[src/rtl/dbr_pkg.sv]
package dbr_pkg;

    typedef enum logic [2:0] {
        BK_COND    = 3'd0,
        BK_JREG    = 3'd1,
        BK_CALLREL = 3'd2,
        BK_CALLREG = 3'd3,
        BK_RET     = 3'd4
    } br_kind_e;

    typedef enum logic [3:0] {
        CC_ALWAYS = 4'd0,
        CC_NEVER  = 4'd1,
        CC_EQ     = 4'd2,
        CC_NE     = 4'd3,
        CC_CS     = 4'd4,
        CC_CC     = 4'd5,
        CC_MI     = 4'd6,
        CC_PL     = 4'd7,
        CC_VS     = 4'd8,
        CC_VC     = 4'd9,
        CC_LT     = 4'd10,
        CC_GE     = 4'd11,
        CC_LE     = 4'd12,
        CC_GT     = 4'd13,
        CC_LS     = 4'd14,
        CC_HI     = 4'd15
    } cond_e;

endpackage

[src/rtl/dbr_cond_eval.sv]
module dbr_cond_eval
    import dbr_pkg::*;
(
    input  logic [3:0] cond,
    input  logic       n,
    input  logic       z,
    input  logic       v,
    input  logic       c,
    output logic       taken
);

    logic lt_w;

    always_comb begin
        lt_w = n ^ v;
        unique case (cond_e'(cond))
            CC_ALWAYS: taken = 1'b1;
            CC_NEVER:  taken = 1'b0;
            CC_EQ:     taken = z;
            CC_NE:     taken = ~z;
            CC_CS:     taken = c;
            CC_CC:     taken = ~c;
            CC_MI:     taken = n;
            CC_PL:     taken = ~n;
            CC_VS:     taken = v;
            CC_VC:     taken = ~v;
            CC_LT:     taken = lt_w;
            CC_GE:     taken = ~lt_w;
            CC_LE:     taken = z | lt_w;
            CC_GT:     taken = ~z & ~lt_w;
            CC_LS:     taken = c | z;
            CC_HI:     taken = ~c & ~z;
            default:   taken = 1'b0;
        endcase
    end

    // the fixed selectors ignore the flags
    always_comb begin
        if (cond == 4'd0) begin
            p_always_taken_r5: assert (taken == 1'b1);
        end
        if (cond == 4'd1) begin
            p_never_taken_r5: assert (taken == 1'b0);
        end
    end

endmodule

[src/rtl/dbr_target_gen.sv]
module dbr_target_gen
    import dbr_pkg::*;
#(
    parameter int AW = 32,
    parameter int DB = 9,
    parameter int DC = 12
) (
    input  logic [AW-1:0] issue_pc,
    input  logic [2:0]    kind,
    input  logic [DC-1:0] disp,
    input  logic [AW-1:0] reg_val,
    input  logic [AW-1:0] rp_val,
    output logic          is_branch,
    output logic          is_call,
    output logic          is_cond,
    output logic [AW-1:0] target,
    output logic [AW-1:0] link
);

    localparam logic [AW-1:0] ISZ = AW'(2);

    logic [AW-1:0] base_w;
    logic [AW-1:0] off_b_w;
    logic [AW-1:0] off_c_w;

    assign base_w  = issue_pc + ISZ;
    assign off_b_w = {{(AW-DB){disp[DB-1]}}, disp[DB-1:0]} << 1;
    assign off_c_w = {{(AW-DC){disp[DC-1]}}, disp[DC-1:0]} << 1;
    assign link    = base_w + ISZ;

    always_comb begin
        is_branch = 1'b1;
        is_call   = 1'b0;
        is_cond   = 1'b0;
        target    = base_w;
        unique case (br_kind_e'(kind))
            BK_COND: begin
                is_cond = 1'b1;
                target  = base_w + off_b_w;
            end
            BK_JREG: begin
                target = reg_val;
            end
            BK_CALLREL: begin
                is_call = 1'b1;
                target  = base_w + off_c_w;
            end
            BK_CALLREG: begin
                is_call = 1'b1;
                target  = reg_val;
            end
            BK_RET: begin
                target = rp_val;
            end
            default: begin
                is_branch = 1'b0;
            end
        endcase
    end

endmodule

[src/rtl/dbr_pc_seq.sv]
module dbr_pc_seq
    import dbr_pkg::*;
#(
    parameter int              AW       = 32,
    parameter int              DB       = 9,
    parameter int              DC       = 12,
    parameter logic [AW-1:0]   RESET_PC = 32'h0000_0100
) (
    input  logic          clk,
    input  logic          rst_n,
    input  logic          stall,
    input  logic          br_valid,
    input  logic [2:0]    br_kind,
    input  logic [3:0]    br_cond,
    input  logic [DC-1:0] br_disp,
    input  logic [AW-1:0] reg_val,
    input  logic [AW-1:0] rp_val,
    input  logic          flag_n,
    input  logic          flag_z,
    input  logic          flag_v,
    input  logic          flag_c,
    output logic [AW-1:0] pc,
    output logic          slot_active,
    output logic          slot_err,
    output logic          rp_we,
    output logic [AW-1:0] rp_wdata
);

    localparam logic [AW-1:0] ISZ = AW'(2);

    typedef struct packed {
        logic [AW-1:0] pc;
        logic          slot;
        logic          take;
        logic [AW-1:0] tgt;
    } seq_t;

    seq_t st_q, st_d;

    logic          is_branch_w;
    logic          is_call_w;
    logic          is_cond_w;
    logic          cond_ok_w;
    logic [AW-1:0] target_w;
    logic [AW-1:0] link_w;
    logic          issue_w;

    dbr_cond_eval i_cond (
        .cond  (br_cond),
        .n     (flag_n),
        .z     (flag_z),
        .v     (flag_v),
        .c     (flag_c),
        .taken (cond_ok_w)
    );

    dbr_target_gen #(
        .AW (AW),
        .DB (DB),
        .DC (DC)
    ) i_tgt (
        .issue_pc  (st_q.pc),
        .kind      (br_kind),
        .disp      (br_disp),
        .reg_val   (reg_val),
        .rp_val    (rp_val),
        .is_branch (is_branch_w),
        .is_call   (is_call_w),
        .is_cond   (is_cond_w),
        .target    (target_w),
        .link      (link_w)
    );

    always_comb begin
        st_d     = st_q;
        issue_w  = br_valid && is_branch_w && !st_q.slot && !stall;
        slot_err = br_valid && is_branch_w && st_q.slot && !stall;
        rp_we    = issue_w && is_call_w;
        rp_wdata = link_w;
        if (!stall) begin
            if (st_q.slot) begin
                st_d.pc   = st_q.take ? st_q.tgt : st_q.pc + ISZ;
                st_d.slot = 1'b0;
                st_d.take = 1'b0;
            end else begin
                st_d.pc = st_q.pc + ISZ;
                if (issue_w) begin
                    st_d.slot = 1'b1;
                    st_d.take = is_cond_w ? cond_ok_w : 1'b1;
                    st_d.tgt  = target_w;
                end
            end
        end
    end

    always_ff @(posedge clk) begin
        if (!rst_n) begin
            st_q.pc   <= RESET_PC;
            st_q.slot <= 1'b0;
            st_q.take <= 1'b0;
            st_q.tgt  <= '0;
        end else begin
            st_q <= st_d;
        end
    end

    assign pc          = st_q.pc;
    assign slot_active = st_q.slot;

    // the fetch after an issued branch is the sequential slot
    p_slot_fetch_r3: assert property (@(posedge clk) disable iff (!rst_n)
        issue_w |=> (pc == $past(pc) + ISZ) && slot_active);

    // a delay slot lasts one unstalled cycle
    p_slot_once_r3: assert property (@(posedge clk) disable iff (!rst_n)
        (slot_active && !stall) |=> !slot_active);

    // stall freezes the sequence
    p_stall_hold_r11: assert property (@(posedge clk) disable iff (!rst_n)
        stall |=> ($stable(pc) && $stable(slot_active)));

    // a rejected branch never writes the return pointer
    p_err_no_link_r10: assert property (@(posedge clk) disable iff (!rst_n)
        slot_err |-> !rp_we);

    // the link value points past the delay slot
    p_link_val_r7: assert property (@(posedge clk) disable iff (!rst_n)
        rp_we |-> (rp_wdata == pc + ISZ + ISZ));

    // no side outputs while stalled
    p_stall_quiet_r11: assert property (@(posedge clk) disable iff (!rst_n)
        stall |-> !rp_we && !slot_err);

endmodule

[config.mk]
export PLATFORM = sky130hd
export DESIGN_NAME = dbr_pc_seq
export DESIGN_NICKNAME = d
export VERILOG_FILES = /design/src/rtl/dbr_pkg.sv /design/src/rtl/dbr_cond_eval.sv /design/src/rtl/dbr_target_gen.sv /design/src/rtl/dbr_pc_seq.sv
export SDC_FILE = /design/constraint.sdc
export NUM_CORES = 1
export LEC_CHECK = 0
export ABC_AREA = 1
export BUFFER_PORTS_ARGS = -buffer_cell sky130_fd_sc_hd__buf_2
export CAP_MARGIN = 20
export CORE_MARGIN = 1
export CORE_UTILIZATION = 40
export DETAILED_ROUTE_END_ITERATION = 8
export SLEW_MARGIN = 5
export SYNTH_ARGS = -nofsm -noshare
export SYNTH_HDL_FRONTEND = slang
export SYNTH_SLANG_ARGS = --single-unit
export TNS_END_PERCENT = 100
[constraint.sdc]
create_clock -name clk -period 7.4 [get_ports clk]
set_input_delay 1.85 -clock clk [delete_from_list [all_inputs] [get_ports clk]]
set_output_delay 1.85 -clock clk [all_outputs]
set_load 0.03 [all_outputs]
Yosys cells after proc, flatten, opt, wreduce, memory -nomap -nowiden
Cells that the tools add are included.
W data, S select, Z words.
{"block": "totals", "reg_bits": 66, "latchBits": 0, "mem_bits_rw": 0, "rom_bits": 0, "out_inout_bits": 67, "mem_count": 0}
{"block": "classes", "addsub": 4, "mul": 0, "div_mod_pow": 0, "order_cmp": 0, "n_eq_ne": 19, "shifts": 0, "n_mux": 9, "n_bitwise": 12, "n_reduce_logical": 16}
{"cell": "$pmux W32 S4", "count": 1}
{"cell": "$mux W34", "count": 2}
{"cell": "$add A32 B2 Y32 const B", "count": 2}
{"cell": "$add A32 B32 Y32", "count": 2}
{"cell": "$eq A4 B4 Y1 const B", "count": 8}
{"cell": "$mux W32", "count": 1}
{"cell": "$eq A4 B3 Y1 const B", "count": 4}
{"cell": "$pmux W1 S16", "count": 1}
{"cell": "$eq A4 B2 Y1 const B", "count": 2}
{"cell": "$not A1 Y1", "count": 7}
{"cell": "$eq A3 B2 Y1 const B", "count": 2}
{"cell": "$logic_and A1 B1 Y1", "count": 6}
{"cell": "$reduce_or A5 Y1", "count": 1}
{"cell": "$eq A4 B1 Y1 const B", "count": 1}
{"cell": "$logic_not A4 Y1", "count": 1}
{"cell": "$mux W1", "count": 4}
{"cell": "$reduce_or A2 Y1", "count": 2}
{"cell": "$eq A3 B1 Y1 const B", "count": 1}
{"cell": "$eq A3 B3 Y1 const B", "count": 1}
{"cell": "$logic_not A3 Y1", "count": 1}
{"cell": "$reduce_and A3 Y1", "count": 1}
{"cell": "$and A1 B1 Y1", "count": 2}
{"cell": "$logic_not A1 Y1", "count": 2}
{"cell": "$or A1 B1 Y1", "count": 2}
{"cell": "other kinds (3)", "count": 3}

Longest topological paths before layout
{"block": "logic_depth", "depth_word": 8, "ltp_mapped": 24}

By module
Synthesis repeated with hierarchy kept, for this count alone.
{"block": "hier_totals", "hier_cells": 1444, "area_unflattened_um2": 8404.3}
{"mod": "dbr_target_gen", "n_inst": 1, "cells_per_inst": 820, "area_per_inst_um2": 4388.0}
{"mod": "dbr_pc_seq", "n_inst": 1, "cells_per_inst": 571, "area_per_inst_um2": 3783.6}
{"mod": "dbr_cond_eval", "n_inst": 1, "cells_per_inst": 53, "area_per_inst_um2": 232.7}

Worst setup path before layout
No wires, ideal clock.
{"block": "synth_timing", "path_kind": "input to output", "start": "input br_kind[0]", "end": "output rp_we", "arrival_ps": 3583, "required_ps": 5550, "setup_slack_ps": 1967, "path_stages": 7, "path_buffers": 2, "cell_sequence": "buf_2 > nor2_1 > o211ai_1 > nor2_1 > inv_1 > clkbuf_1 > nor3_1"}
{"block": "synth_between", "elab_chain_len": 7, "word_cells_on_any_way": 13, "cone_classes": "4 x eq/ne; 2 x mux; 7 x reduce/logical"}
{"item": "start, declared", "line": "dbr_pc_seq.sv:13", "text": "input logic [2:0] br_kind,"}
{"item": "$eq A3 B1 Y1 (tied with other cells)", "line": "dbr_target_gen.sv:36", "text": "unique case (br_kind_e'(kind))"}
{"item": "$reduce_or A5 Y1 (no source line)"}
{"item": "$mux W1", "line": "dbr_target_gen.sv:36"}
{"item": "$logic_and A1 B1 Y1 (3 in a row)", "line": "dbr_pc_seq.sv:76", "text": "issue_w = br_valid && is_branch_w && !st_q.slot && !stall;"}
{"item": "$logic_and A1 B1 Y1 *", "line": "dbr_pc_seq.sv:78", "text": "rp_we = issue_w && is_call_w;"}
{"item": "end, declared", "line": "dbr_pc_seq.sv:25", "text": "output logic rp_we,"}
Every way passes the cells marked *; elsewhere a longest branch is shown, timed or not.

Worst setup path in the final report
{"block": "layout_timing", "start": "input br_kind[2]", "end": "output rp_we"}
The elaborated chain is that of the path after synthesis.

==> flow_summary.toml <==
[timing]
max_freq_ghz = 0.183
slew_headroom = 0.330
finClkSkew_ns = 0.00529
tightest_slew_ns = 0.999
setup_violations = 0
period_needed_ns = 5.46
setup_slack_ns = 1.94
rsz0062_at_grt = "no"
hold_viol_final = 0
fin_crit_sh = 0.738
hold_ws_ns = 0.471
finalMaxSlewViolations = 0
tns_ns = 0

[detailed_routing]
drc = 2
wl_per_cell_um = 16.3
vias_per_cell = 5.35
drtAntennaViolNets = 0
dr_total_vias = 8091
routed_wl_mm = 24.7
drt_iter0_markers = 648
drt_first_pass_iters = 9

[floorplanning]
dieWidth_um = 135
initial_core_util = 0.410
fp.coreArea_mm2 = 0.0174
pin_count = 158
die_y_um = 135
fp-row-count = 48
die-area_mm2 = 0.0183

[worst_hold_path]
min_path_type = "flip-flop to flip-flop"

[synthesis]
seq_area_frac_synth = 0.186
synthMuxAreaShare = 0
synth-compound-area-share = 0.176
yosys.area_share.simple = 0.395
async_reset_ff_frac = 0
synth.distinct_cells = 48
syn_area_per_cell_um2 = 6.04
synth-adder-area-share = 0.0574
yosys.area_share.xor_xnor = 0.0609
synth-main-ff-cell = "dfxtp_1"
yosys_warnings = 0
syn-num-nets = 1300
ys_ff_latch = 66
synth_top_family_by_area = "simple AND/OR/NAND/NOR gates"
synthCells = 1177
synth_edf_count = 0
netlist_area_mm2 = 0.00711

[grt]
grt_pass1_vias = 7453
overflow = 0
grt_usage = 0.275
grt_max_degree = 44
grt_pass1_wl_mm = 38.8
antenna_found_initial = 0

[placement]
dp_hpwl_mm = 20.3
io_buffers = 157
pre_cts_ws_ns = 1.96
place_congestion = 0.943
detailed_place.area_mm2 = 0.00783

[power_and_ir_drop]
power.density_mw_per_mm2 = 127
power_leakage_nw = 4.01
ir_drop_uv = 73.9

[final_layout]
n_antenna_cell = 0
nets = 1406
finalInstanceArea_mm2 = 0.00816
syn_to_final_growth_pct = 14.7
final_cell_mix = "344 x nand2_1, 157 x buf_2, 130 x inv_1, 91 x nor2_1, 87 x nand3_1"
drive_above_1_share = 0.178
final_common_cell = "nand2_1"

[job]
cap_violations = 0

[critical_path]
cp_data_arrival_time_ns = 3.61
cp-end-kind = "primary output"
critPathRequiredTime_ns = 5.55
critPathKind = "input pin to primary output"
reg2reg_slack_ns = 3.25
path_max_fanout = 31
cp-start-kind = "input pin"

[cts]
cts-hold-fix-buffers = 0
cts_tree = "done"
ctsRootBufferMaster = "clkbuf_16"
cts_resized = 0
post_cts_buffers = 0
cts_buffer_depth = 2
cts_max_level = 3
clk_pin_slew_ns = 0.05
cts_buffers = 9
clkSinkCount = 66
worstSkewPairLatency_ns = 0.34

[run_status]
violations = "design-rule violations"
status = "finished with violations"
-- kinds of logic after synthesis --
kind of cell	Yosys count
fa+ha+maj	32
flops	66
compound gates	207
simple gates	624
buf+inv	202
xor+xnor	46
-- critical path: stages --
cell      delay, ns
buf_2          0.44
inv_1          0.14
o211ai_1       0.31
nor2_2         0.06
inv_1          0.51
nor3_1         0.08
buf_2          0.20
-- metal layers --
metal / vias to the layer above / part of all wire / GRT usage
met2: 317 / 0.41 / 0.406
met3: 32 / 0.077 / 0.0382
met1: 3636 / 0.49 / 0.407
met5: - / 0 / 0
li1: 4106 / - / -
met4: 0 / 0.021 / 0.0830
-- layout make-up --
class | count | area, µm²
Inverter | 135 | 508
Fill cell | 1853 | 9200
Multi-Input combinational cell | 909 | 4900
Tap cell | 225 | 282
Clock inverter | 1 | 30.0
Sequential cell | 66 | 1320
Clock buffer | 15 | 288
Timing Repair Buffer | 162 | 827
-- synthesized netlist by cell type (all sizes together), types with 4 or more instances --
cell / instances / share of area
nor2: 108 / 0.068
xor2: 43 / 0.057
o211ai: 6 / 0.0063
nand3b: 10 / 0.012
a31oi: 35 / 0.031
nand2: 354 / 0.19
a221oi: 18 / 0.022
buf: 39 / 0.039
nand3: 91 / 0.067
nand4: 23 / 0.021
nor4: 5 / 0.0044
o21bai: 4 / 0.0048
or2: 7 / 0.0062
a22o: 8 / 0.0099
a21oi: 64 / 0.045
inv: 133 / 0.070
dfxtp: 66 / 0.19
clkbuf: 28 / 0.015
nor3: 25 / 0.021
ha: 31 / 0.055
o21ai: 58 / 0.041
-- final timing paths --
check / startpoint / endpoint / cells past startpoint
min reg2reg: st_q[3] / st_q[3] / 2
max: br_kind[2] / rp_we / 7
max reg2reg: pc[1] / st_q[31] / 18
min: st_q[3] / st_q[3] / 2
-- per-stage QoR --
stage | utilization | total power [mW] | cells
after global routing | 0.470 | 1.08 | 1513
after CTS | 0.469 | 1.04 | 1512
after floorplan | - | 0.517 | 1177
final | 0.470 | 1.04 | 1513
after detailed placement | 0.451 | 0.586 | 1496
after global placement | 0.451 | 0.586 | 1496
-- sequential cells by signal, summed over array words and instances (netlist names) --
name,cells
st_q,33
slot_active,1
pc,32
-- report_power, final --
group	switching (mW)	leakage (nW)	total [mW]	internal, mW
Clock	0.159	0.156	0.457	0.298
Combinational	0.132	3.32	0.203	0.0709
Sequential	0.0104	0.537	0.379	0.369
Total	0.302	4.01	1.04	0.738
(Power assumes the default switching activity.)
